==> config.mk <==
export PLATFORM = sky130hd
export DESIGN_NAME = fwd_unit
export DESIGN_NICKNAME = d
export VERILOG_FILES = /design/src/rtl/fwd_pkg.sv /design/src/rtl/fwd_match.sv /design/src/rtl/fwd_mux.sv /design/src/rtl/fwd_unit.sv
export SDC_FILE = /design/constraint.sdc
export NUM_CORES = 1
export LEC_CHECK = 0
export BUFFER_PORTS_ARGS = -buffer_cell sky130_fd_sc_hd__buf_2
export CAP_MARGIN = 15
export CORE_AREA = 2 2 67 69
export DETAILED_ROUTE_END_ITERATION = 8
export DIE_AREA = 0 0 69 71
export GPL_TIMING_DRIVEN = 0
export PLACE_DENSITY = 0.76
export SYNTH_ARGS = -nofsm -noshare
export SYNTH_HDL_FRONTEND = slang
export SYNTH_HIERARCHICAL = 1
export SYNTH_SLANG_ARGS = --single-unit
==> constraint.sdc <==
create_clock -name vclk -period 2
set_input_delay 0.3 -clock vclk [all_inputs]
set_output_delay 0.3 -clock vclk [all_outputs]
set_load 0.02 [all_outputs]
==> src/rtl/fwd_pkg.sv <==
package fwd_pkg;
  localparam int REG_AW = 4;
  typedef logic [REG_AW-1:0] reg_idx_t;
  typedef enum logic {SEL_RF = 1'b0, SEL_ALU = 1'b1} opnd_sel_e;
endpackage

==> src/rtl/fwd_match.sv <==
module fwd_match
  import fwd_pkg::*;
#(
  parameter bit ZERO_REG_HARDWIRED = 1'b1
) (
  input  reg_idx_t  src_idx,
  input  reg_idx_t  dst_idx,
  input  logic      wr_en,
  input  logic      flushed,
  output opnd_sel_e sel
);
  logic dst_live;
  logic idx_eq;

  always_comb begin
    if (ZERO_REG_HARDWIRED) begin
      dst_live = wr_en && !flushed && (dst_idx != '0);
    end else begin
      dst_live = wr_en && !flushed;
    end
    idx_eq = (src_idx == dst_idx);
    sel    = (dst_live && idx_eq) ? SEL_ALU : SEL_RF;
  end
endmodule

==> src/rtl/fwd_mux.sv <==
module fwd_mux
  import fwd_pkg::*;
#(
  parameter int DATA_W = 32
) (
  input  opnd_sel_e         sel,
  input  logic [DATA_W-1:0] rf_data,
  input  logic [DATA_W-1:0] alu_data,
  output logic [DATA_W-1:0] data_out
);
  always_comb begin
    unique case (sel)
      SEL_ALU: data_out = alu_data;
      default: data_out = rf_data;
    endcase
  end
endmodule

==> src/rtl/fwd_unit.sv <==
module fwd_unit
  import fwd_pkg::*;
#(
  parameter int DATA_W             = 32,
  parameter bit ZERO_REG_HARDWIRED = 1'b1
) (
  input  logic [3:0]        src_a_idx,
  input  logic [3:0]        src_b_idx,
  input  logic [3:0]        prev_dst_idx,
  input  logic              prev_wr_en,
  input  logic              prev_flushed,
  input  logic [DATA_W-1:0] rf_a_data,
  input  logic [DATA_W-1:0] rf_b_data,
  input  logic [DATA_W-1:0] alu_prev_result,
  output logic [DATA_W-1:0] opnd_a,
  output logic [DATA_W-1:0] opnd_b
);
  localparam int NUM_SRC = 2;

  reg_idx_t          src_idx  [NUM_SRC];
  logic [DATA_W-1:0] rf_data  [NUM_SRC];
  logic [DATA_W-1:0] opnd     [NUM_SRC];
  opnd_sel_e         opnd_sel [NUM_SRC];

  assign src_idx[0] = src_a_idx;
  assign src_idx[1] = src_b_idx;
  assign rf_data[0] = rf_a_data;
  assign rf_data[1] = rf_b_data;
  assign opnd_a     = opnd[0];
  assign opnd_b     = opnd[1];

  for (genvar g = 0; g < NUM_SRC; g++) begin : g_port
    fwd_match #(
      .ZERO_REG_HARDWIRED(ZERO_REG_HARDWIRED)
    ) u_match (
      .src_idx (src_idx[g]),
      .dst_idx (prev_dst_idx),
      .wr_en   (prev_wr_en),
      .flushed (prev_flushed),
      .sel     (opnd_sel[g])
    );

    fwd_mux #(
      .DATA_W(DATA_W)
    ) u_mux (
      .sel      (opnd_sel[g]),
      .rf_data  (rf_data[g]),
      .alu_data (alu_prev_result),
      .data_out (opnd[g])
    );

    // Checks relate the top inputs to the operand leaving the mux.
    always_comb begin
      if (src_idx[g] != prev_dst_idx) begin
        AST_MISMATCH_PASSES: assert (opnd[g] == rf_data[g]);
      end
      if (prev_wr_en && !prev_flushed && (prev_dst_idx != '0) &&
          (src_idx[g] == prev_dst_idx)) begin
        AST_MATCH_BYPASSES: assert (opnd[g] == alu_prev_result);
      end
      if (!prev_wr_en) begin
        AST_NO_WE_NO_BYPASS: assert (opnd[g] == rf_data[g]);
      end
      if (prev_flushed) begin
        AST_FLUSH_NO_BYPASS: assert (opnd[g] == rf_data[g]);
      end
      if (ZERO_REG_HARDWIRED && (prev_dst_idx == '0)) begin
        AST_ZERO_DST_NO_BYPASS: assert (opnd[g] == rf_data[g]);
      end
    end
  end
endmodule

==> flow_metrics.env, run 1 <==
export IMPL_status="finished, violations left"
export IMPL_violations="setup timing"
export IMPL_yosysWarnings=6
export IMPL_first_global_vias=1569
export IMPL_period_share=1.08
export IMPL_relSlewSlack=0.864
export IMPL_worst_slack_ns=-0.162
export IMPL_worstSetupEndpoint="opnd_a[16]"
export IMPL_wl_per_cell_microns=17.7
export IMPL_design_seq_count=0
export IMPL_netlist_area_sq_um=1220
export IMPL_die_y_microns=71
export IMPL_slew_violations=0
export IMPL_ir_worst_vdd_mv=0.127
export IMPL_start_util=0.291
export IMPL_whs_path_depth=3
export IMPL_drt_iter0_drc=23
export IMPL_grt_ovfl_total=0
export IMPL_vias=1515
export IMPL_p_per_area_nw_per_um2=218
export IMPL_crit_type="in2out"
export IMPL_num_nets_final=382
export IMPL_final_seq_area_sq_um=0
export IMPL_synthTopCellsByArea="mux2_4 (74%), buf_12 (9.8%), mux2_2 (3.7%)"
export IMPL_synth_top_area_cell="mux2_4"
export IMPL_hold_path_class="in2out"
export IMPL_crit_start="src_a_idx[1]"
export IMPL_setup_viol=64
export IMPL_place_hpwl_microns=4050
export IMPL_start_kind="primary input"
export IMPL_cp_end_kind="primary output"
export IMPL_antenna_found_initial=1
export IMPL_ioPinCount=174
export IMPL_design_area_sq_um=2800
export IMPL_drive_gt1_frac=0.956
export IMPL_hold_slack_ns=0.911
export IMPL_yosysUniqueCellTypes=11
export IMPL_seq_area_frac_synth=0
export IMPL_rsz0062_at_grt="true"
export IMPL_leakagePower_nw=1.45
export IMPL_design_core_area_sq_um=4200
export IMPL_port_buffers=174
export IMPL_syn_inst=88
export IMPL_cp_arrival_ns=1.86
export IMPL_drv_cap=0
export IMPL_num_rows=24
export IMPL_synth_top_area_share=0.736
export IMPL_finalHoldViolCount=0
export IMPL_gp_congestion=0.751
export IMPL_fp_dieW_microns=69
export IMPL_postRouteWirelength_microns=5720
export IMPL_postSynthNetCount=198
export IMPL_areaGrowthSynthToFinish_pct=129
export IMPL_setup_tns_ns=-8.39
export IMPL_grt_use_total=0.182
export IMPL_place_area_sq_um=2160
export IMPL_place_worst_setup_slack_ns=-0.180
export IMPL_dr_pass1_iters=4
export IMPL_drcViolationCount=0
export IMPL_crit_required_ns=1.70
export IMPL_die_area_sq_um=4900
export IMPL_clkbuf_count=0
export IMPL_grt_pass1_wl_microns=7350
export IMPL_tightest_slew_ns=0.204
export IMPL_syn_area_per_cell_sq_um=13.9
export IMPL_grt_max_degree=11
export IMPL_clock_fmax_mhz=463
export IMPL_viasPerCell=4.69
export IMPL_ant_nets=0
export IMPL_period_needed_ns=2.16
export IMPL_fill_cells=305
export IMPL_cp_max_fo=7
==> worst min-delay path by stage <==
stage | to | start
5_1_grt | opnd_a[10] | rf_a_data[10]
2_1_floorplan | opnd_a[0] | alu_prev_result[0]
6_report | opnd_b[18] | rf_b_data[18]
3_5_place_dp | opnd_b[18] | rf_b_data[18]
3_3_place_gp | opnd_a[11] | rf_a_data[11]
4_1_cts | opnd_b[5] | rf_b_data[5]
==> area by class of cell <==
cell class                      instances  area (sq um)  area share
Timing Repair Buffer                  182          1470       0.525
Multi-Input combinational cell         80          1110       0.397
Buffer                                  8           150      0.0536
Tap cell                               52          65.1      0.0232
Antenna cell                            1          2.50    0.000894
==> cell usage in the layout (no fill, tap or decap) <==
cell type and count:
nor4b_2 2, buf_6 68, xnor2_1 4, buf_8 3, diode_2 1, clkbuf_16 4
mux2_4 64, nor2_1 2, o2111a_1 2, nor3_1 2, buf_16 2, buf_12 6
buf_2 107, xor2_2 2, nor2b_1 2
==> kinds of logic (layout without fill, tap and decap cells) <==
kind of cell | count (synthesis) | count (layout) | share of synthesized area
other | 0 | 1 | 0
XOR/XNOR | 6 | 6 | 0.0429
AND/OR/NAND/NOR | 8 | 8 | 0.0491
buffers and inverters | 8 | 190 | 0.117
AO/OA/AOI/OAI | 2 | 2 | 0.0184
multiplexers | 64 | 64 | 0.773
==> Yosys cell counts <==
| master | count |
|---|---|
| nor2b_1 | 2 |
| mux2_2 | 4 |
| buf_12 | 6 |
| nor2_1 | 2 |
| xor2_1 | 2 |
| xnor2_1 | 4 |
| mux2_4 | 60 |
| o2111a_1 | 2 |
| buf_6 | 2 |
| nor4b_2 | 2 |
| nor3_1 | 2 |
==> critical path, cell delays in order <==
cell and delay [ns]:
buf_6 0.09, xor2_2 0.16, nor4b_2 0.27, o2111a_1 0.25
buf_8 0.18, clkbuf_16 0.17, mux2_4 0.30, buf_6 0.13
==> per-layer routing <==
layer,up-vias,GRT usage,share of wire
met4,0,0.0240,0.024
met5,-,0,0
met1,710,0.169,0.30
met3,13,0.0499,0.082
met2,93,0.396,0.60
li1,699,-,-
==> per-stage QoR <==
step	utilization	power (W)	std cells
2_1_floorplan	-	0.000267	88
4_1_cts	0.588	0.000539	318
5_1_grt	0.666	0.000638	323
3_3_place_gp	0.514	0.000459	314
6_report	0.666	0.000611	323
3_5_place_dp	0.514	0.000468	314
==> repair_timing <==
action | 4_1_cts | 5_1_grt
cloned | 2 | 4
hold buffers | 0 | 0
setup endpoints to repair | 64 | 64
resized for setup | 77 | 69
setup buffers | 2 | 0
pin swaps | 1 | 6
==> power by group <==
part / switching, W / internal, W / total, W
combinational: 0.000250 / 0.000361 / 0.000611
clock: 0 / 0.0000000000668 / 0.0000000000668
sequential: 0 / 0 / 0
No activity file was read; power rests on OpenSTA's default activity.
==> run 2, diff against run 1 <==
--- a/config.mk
+++ b/config.mk
@@ -11,6 +11,7 @@
 export DETAILED_ROUTE_END_ITERATION = 8
 export DIE_AREA = 0 0 69 71
 export GPL_TIMING_DRIVEN = 0
+export MAX_ROUTING_LAYER = met4
 export PLACE_DENSITY = 0.76
 export SYNTH_ARGS = -nofsm -noshare
 export SYNTH_HDL_FRONTEND = slang
==> run 2 against run 1 <==
Compared with the run above: the run still ends with setup timing left; via count unchanged; combinational power about the same; design area unchanged; critical path depth unchanged; core utilization unchanged; cell count unchanged; setup slack about the same; critical path type unchanged; largest power group unchanged; highest routed layer unchanged.
==> flow_metrics.env, run 2 (synthesized netlist as in run 1, its figures left out) <==
export IMPL_start_util=0.291
export IMPL_status="finished, violations left"
export IMPL_path_cells="buf_6, xor2_2, nor4b_2, o2111a_1, buf_8, clkbuf_16, mux2_4, buf_6"
export IMPL_die_area_sq_um=4900
export IMPL_setup_viol=64
export IMPL_intPower_w=0.000361
export IMPL_switching_power_w=0.000250
export IMPL_drt_iter0_drc=26
export IMPL_vias=1515
export IMPL_whs_path_depth=3
export IMPL_num_nets_final=382
export IMPL_finalPower_w=0.000611
export IMPL_port_buffers=174
export IMPL_drcViolationCount=0
export IMPL_grt_ovfl_total=0
export IMPL_cp_arrival_ns=1.86
export IMPL_ioPinCount=174
export IMPL_violations="setup timing"
export IMPL_postRouteWirelength_microns=5710
export IMPL_p_comb_frac=1.000
export IMPL_viasPerCell=4.69
export IMPL_hold_path_class="in2out"
export IMPL_swShare=0.409
export IMPL_first_global_vias=1569
export IMPL_design_core_area_sq_um=4200
export IMPL_p_per_area_nw_per_um2=218
export IMPL_fp_dieW_microns=69
export IMPL_grt_max_degree=11
export IMPL_final_seq_area_sq_um=0
export IMPL_die_y_microns=71
export IMPL_relSlewSlack=0.864
export IMPL_cp_common_cell="buf_6"
export IMPL_slew_violations=0
export IMPL_leakagePower_nw=1.45
export IMPL_dp_cells=314
export IMPL_cp_slowest_stage_delay_ns=0.30
export IMPL_grt_pass1_wl_microns=7350
export IMPL_design_seq_count=0
export IMPL_num_rows=24
export IMPL_ant_nets=0
export IMPL_gp_congestion=0.761
export IMPL_worst_slack_ns=-0.161
export IMPL_hold_slack_ns=0.911
export IMPL_clock_fmax_mhz=463
export IMPL_period_share=1.08
export IMPL_cp_slowest_cell="mux2_4"
export IMPL_crit_type="in2out"
export IMPL_finalHoldViolCount=0
export IMPL_place_hpwl_microns=4050
export IMPL_drive_gt1_frac=0.956
export IMPL_crit_required_ns=1.70
export IMPL_ctsHoldBuffers=0
export IMPL_dr_pass1_iters=3
export IMPL_seq_power_share=0
export IMPL_period_needed_ns=2.16
export IMPL_clkbuf_count=0
export IMPL_start_kind="primary input"
export IMPL_antenna_found_initial=1
export IMPL_place_worst_setup_slack_ns=-0.180
export IMPL_final_common_cell="buf_2"
export IMPL_fin_cells=323
export IMPL_ir_worst_vdd_mv=0.126
export IMPL_tightest_slew_ns=0.204
export IMPL_areaGrowthSynthToFinish_pct=129
export IMPL_cp_end_kind="primary output"
export IMPL_cp_max_fo=7
export IMPL_final_cell_mix="buf_2 (107), buf_6 (68), mux2_4 (64), buf_12 (6)"
export IMPL_pwr_share_clk=0
export IMPL_grt_use_total=0.188
export IMPL_rsz0062_at_grt="true"
export IMPL_drv_cap=0
export IMPL_wl_per_cell_microns=17.7
-- run 2: area by class of cell --
cell class | instances | area (sq um)
diodes | 1 | 2.50
plain buffers | 8 | 150
repair buffers | 182 | 1470
fillers | 305 | 1400
well taps | 52 | 65.1
multi-input cells | 80 | 1110
-- run 2: per-layer routing --
metal	wire length [microns]	track usage	up-vias
met5	0	-	-
met4	135	0.0240	0
met3	417	0.0342	13
met2	3410	0.396	97
met1	1740	0.178	706
li1	-	-	699
-- run 2: path summary, 6_finish.rpt --
path | start | endpoint | slack (ns)
setup / recovery | src_a_idx[1] | opnd_a[16] | -0.16
hold / removal | rf_b_data[18] | opnd_b[18] | 0.91
-- run 2: metrics by stage --
stage | utilization | cell area, sq um | setup TNS, ns
2_1_floorplan | - | 1220 | 0
3_3_place_gp | 0.514 | 2160 | -9.10
3_5_place_dp | 0.514 | 2160 | -9.05
4_1_cts | 0.588 | 2470 | -8.00
5_1_grt | 0.666 | 2800 | -12.81
6_report | 0.666 | 2800 | -8.39
-- run 2: power by group through the flow --
stage / clock, W / sequential (W) / combinational, W
final: 0.0000000000668 / 0 / 0.000611
after global routing: 0.0000000000668 / 0 / 0.000638
after CTS: 0 / 0 / 0.000539
after detailed placement: 0 / 0 / 0.000468
after global placement: 0 / 0 / 0.000459
after floorplan: 0 / 0 / 0.000267
-- run 2: timing repair --
item                       in CTS  in global routing
resized for setup              77                 69
pin swaps                       1                  6
buffers inserted                2                  0
setup endpoints to repair      64                 64
gates cloned                    2                  4
-- run 2: critical path: cells and delay by family --
family / cells / cell delay (ns)
AOI/OAI and AO/OA: 1 / 0.25
muxes: 1 / 0.30
xor gates and xnor gates: 1 / 0.16
buffers and inverters: 4 / 0.57
and+or+nand+nor: 1 / 0.27
==> run 3, diff against run 2 <==
--- a/config.mk
+++ b/config.mk
@@ -17,3 +17,4 @@
 export SYNTH_HDL_FRONTEND = slang
 export SYNTH_HIERARCHICAL = 1
 export SYNTH_SLANG_ARGS = --single-unit
+export TNS_END_PERCENT = 30
==> run 3 against run 2 <==
Compared with the run above: the run still ends with setup timing left; power is 10% lower; core utilization is 7.8 points lower; sequential share of layout area stayed put; wire length is 13% lower; cell count is 2.2% lower; critical path depth stayed put; non-clock buffer count is 6 lower; combinational power is 10% lower; clock-buffer cell count stayed put; largest cell class unchanged; highest routed layer unchanged.
==> flow_metrics.env, run 3 (synthesized netlist as in run 1, its figures left out) <==
export IMPL_status="finished, violations left"
export IMPL_violations="setup timing"
export IMPL_die_y_microns=71
export IMPL_place_area_sq_um=2160
export IMPL_dr_pass1_iters=2
export IMPL_hold_path_class="in2out"
export IMPL_die_area_sq_um=4900
export IMPL_relSlewSlack=0.868
export IMPL_grt_max_degree=11
export IMPL_wl_per_cell_microns=15.7
export IMPL_ctsHoldBuffers=0
export IMPL_place_worst_setup_slack_ns=-0.180
export IMPL_viasPerCell=4.59
export IMPL_design_area_sq_um=2470
export IMPL_design_seq_count=0
export IMPL_worstHoldStart="rf_a_data[30]"
export IMPL_start_kind="primary input"
export IMPL_drt_iter0_drc=11
export IMPL_top_layer="met4"
export IMPL_clock_fmax_mhz=470
export IMPL_ir_worst_vdd_mv=0.109
export IMPL_clkbuf_count=0
export IMPL_p_per_area_nw_per_um2=222
export IMPL_cp_slowest_cell="mux2_4"
export IMPL_tightest_slew_ns=0.198
export IMPL_setup_viol=62
export IMPL_leakagePower_nw=1.32
export IMPL_ant_nets=0
export IMPL_slew_violations=0
export IMPL_grt_pass1_wl_microns=6920
export IMPL_diodes=0
export IMPL_wl_met3_microns=327
export IMPL_drcViolationCount=0
export IMPL_design_core_area_sq_um=4200
export IMPL_grt_use_total=0.174
export IMPL_cp_top_family="buffers and inverters"
export IMPL_drive_gt1_frac=0.951
export IMPL_vias=1452
export IMPL_crit_type="in2out"
export IMPL_ioPinCount=174
export IMPL_final_cell_mix="buf_2 (130), mux2_4 (60), buf_6 (43), buf_12 (6)"
export IMPL_cp_end_kind="primary output"
export IMPL_final_seq_area_sq_um=0
export IMPL_dp_cells=314
export IMPL_fin_cells=316
export IMPL_path_cells="buf_8, xor2_2, nor4b_2, o2111a_1, buf_6, buf_12, mux2_4, buf_2"
export IMPL_hold_slack_ns=0.912
export IMPL_setup_tns_ns=-5.64
export IMPL_num_rows=24
export IMPL_place_hpwl_microns=4050
export IMPL_crit_start="prev_dst_idx[1]"
export IMPL_gp_congestion=0.761
export IMPL_period_needed_ns=2.13
export IMPL_areaGrowthSynthToFinish_pct=102
export IMPL_antenna_found_initial=0
export IMPL_cp_max_fo=10
export IMPL_final_common_cell="buf_2"
export IMPL_path_buf_inv=4
export IMPL_dr_wl_met2_microns=2950
export IMPL_fp_dieW_microns=69
export IMPL_finalHoldViolCount=0
export IMPL_cp_slowest_stage_delay_ns=0.30
export IMPL_num_nets_final=376
export IMPL_drv_cap=0
export IMPL_period_share=1.06
export IMPL_grt_ovfl_total=0
export IMPL_crit_required_ns=1.70
export IMPL_worst_slack_ns=-0.129
export IMPL_rsz0062_at_grt="true"
export IMPL_postRouteWirelength_microns=4950
export IMPL_port_buffers=174
export IMPL_first_global_vias=1495
export IMPL_cp_arrival_ns=1.83
export IMPL_met1_length_microns=1610
export IMPL_start_util=0.291
run 3: metrics by stage:
stage	total power [W]	util
finish	0.000549	0.588
global route	0.000576	0.588
CTS	0.000515	0.560
detailed placement	0.000468	0.514
global placement	0.000459	0.514
floorplan	0.000267	-
run 3: worst paths after layout:
kind          to  slack [ns]  cells after the start
max   opnd_a[17]       -0.13                      8
min   opnd_a[30]        0.91                      3
run 3: per-layer routing:
metal	track usage	vias up
met5	-	-
met4	0.0109	0
li1	-	685
met3	0.0228	6
met1	0.178	677
met2	0.362	84
run 3: cell type report:
cell class / instances / area [sq um]
buffer: 8 / 143
fill: 368 / 1730
multi-input combinational: 80 / 1090
tap: 52 / 65.1
timing repair buffer: 176 / 1180
run 3: power by group:
group	switching [W]	internal, W
combinational	0.000234	0.000315
clock	0	0
sequential	0	0
run 3: what timing repair did:
action                     CTS  global route
pin swaps                    1             1
buffers inserted             1             0
setup endpoints to repair   64            64
gates cloned                 1             0
gates resized for setup     51            38
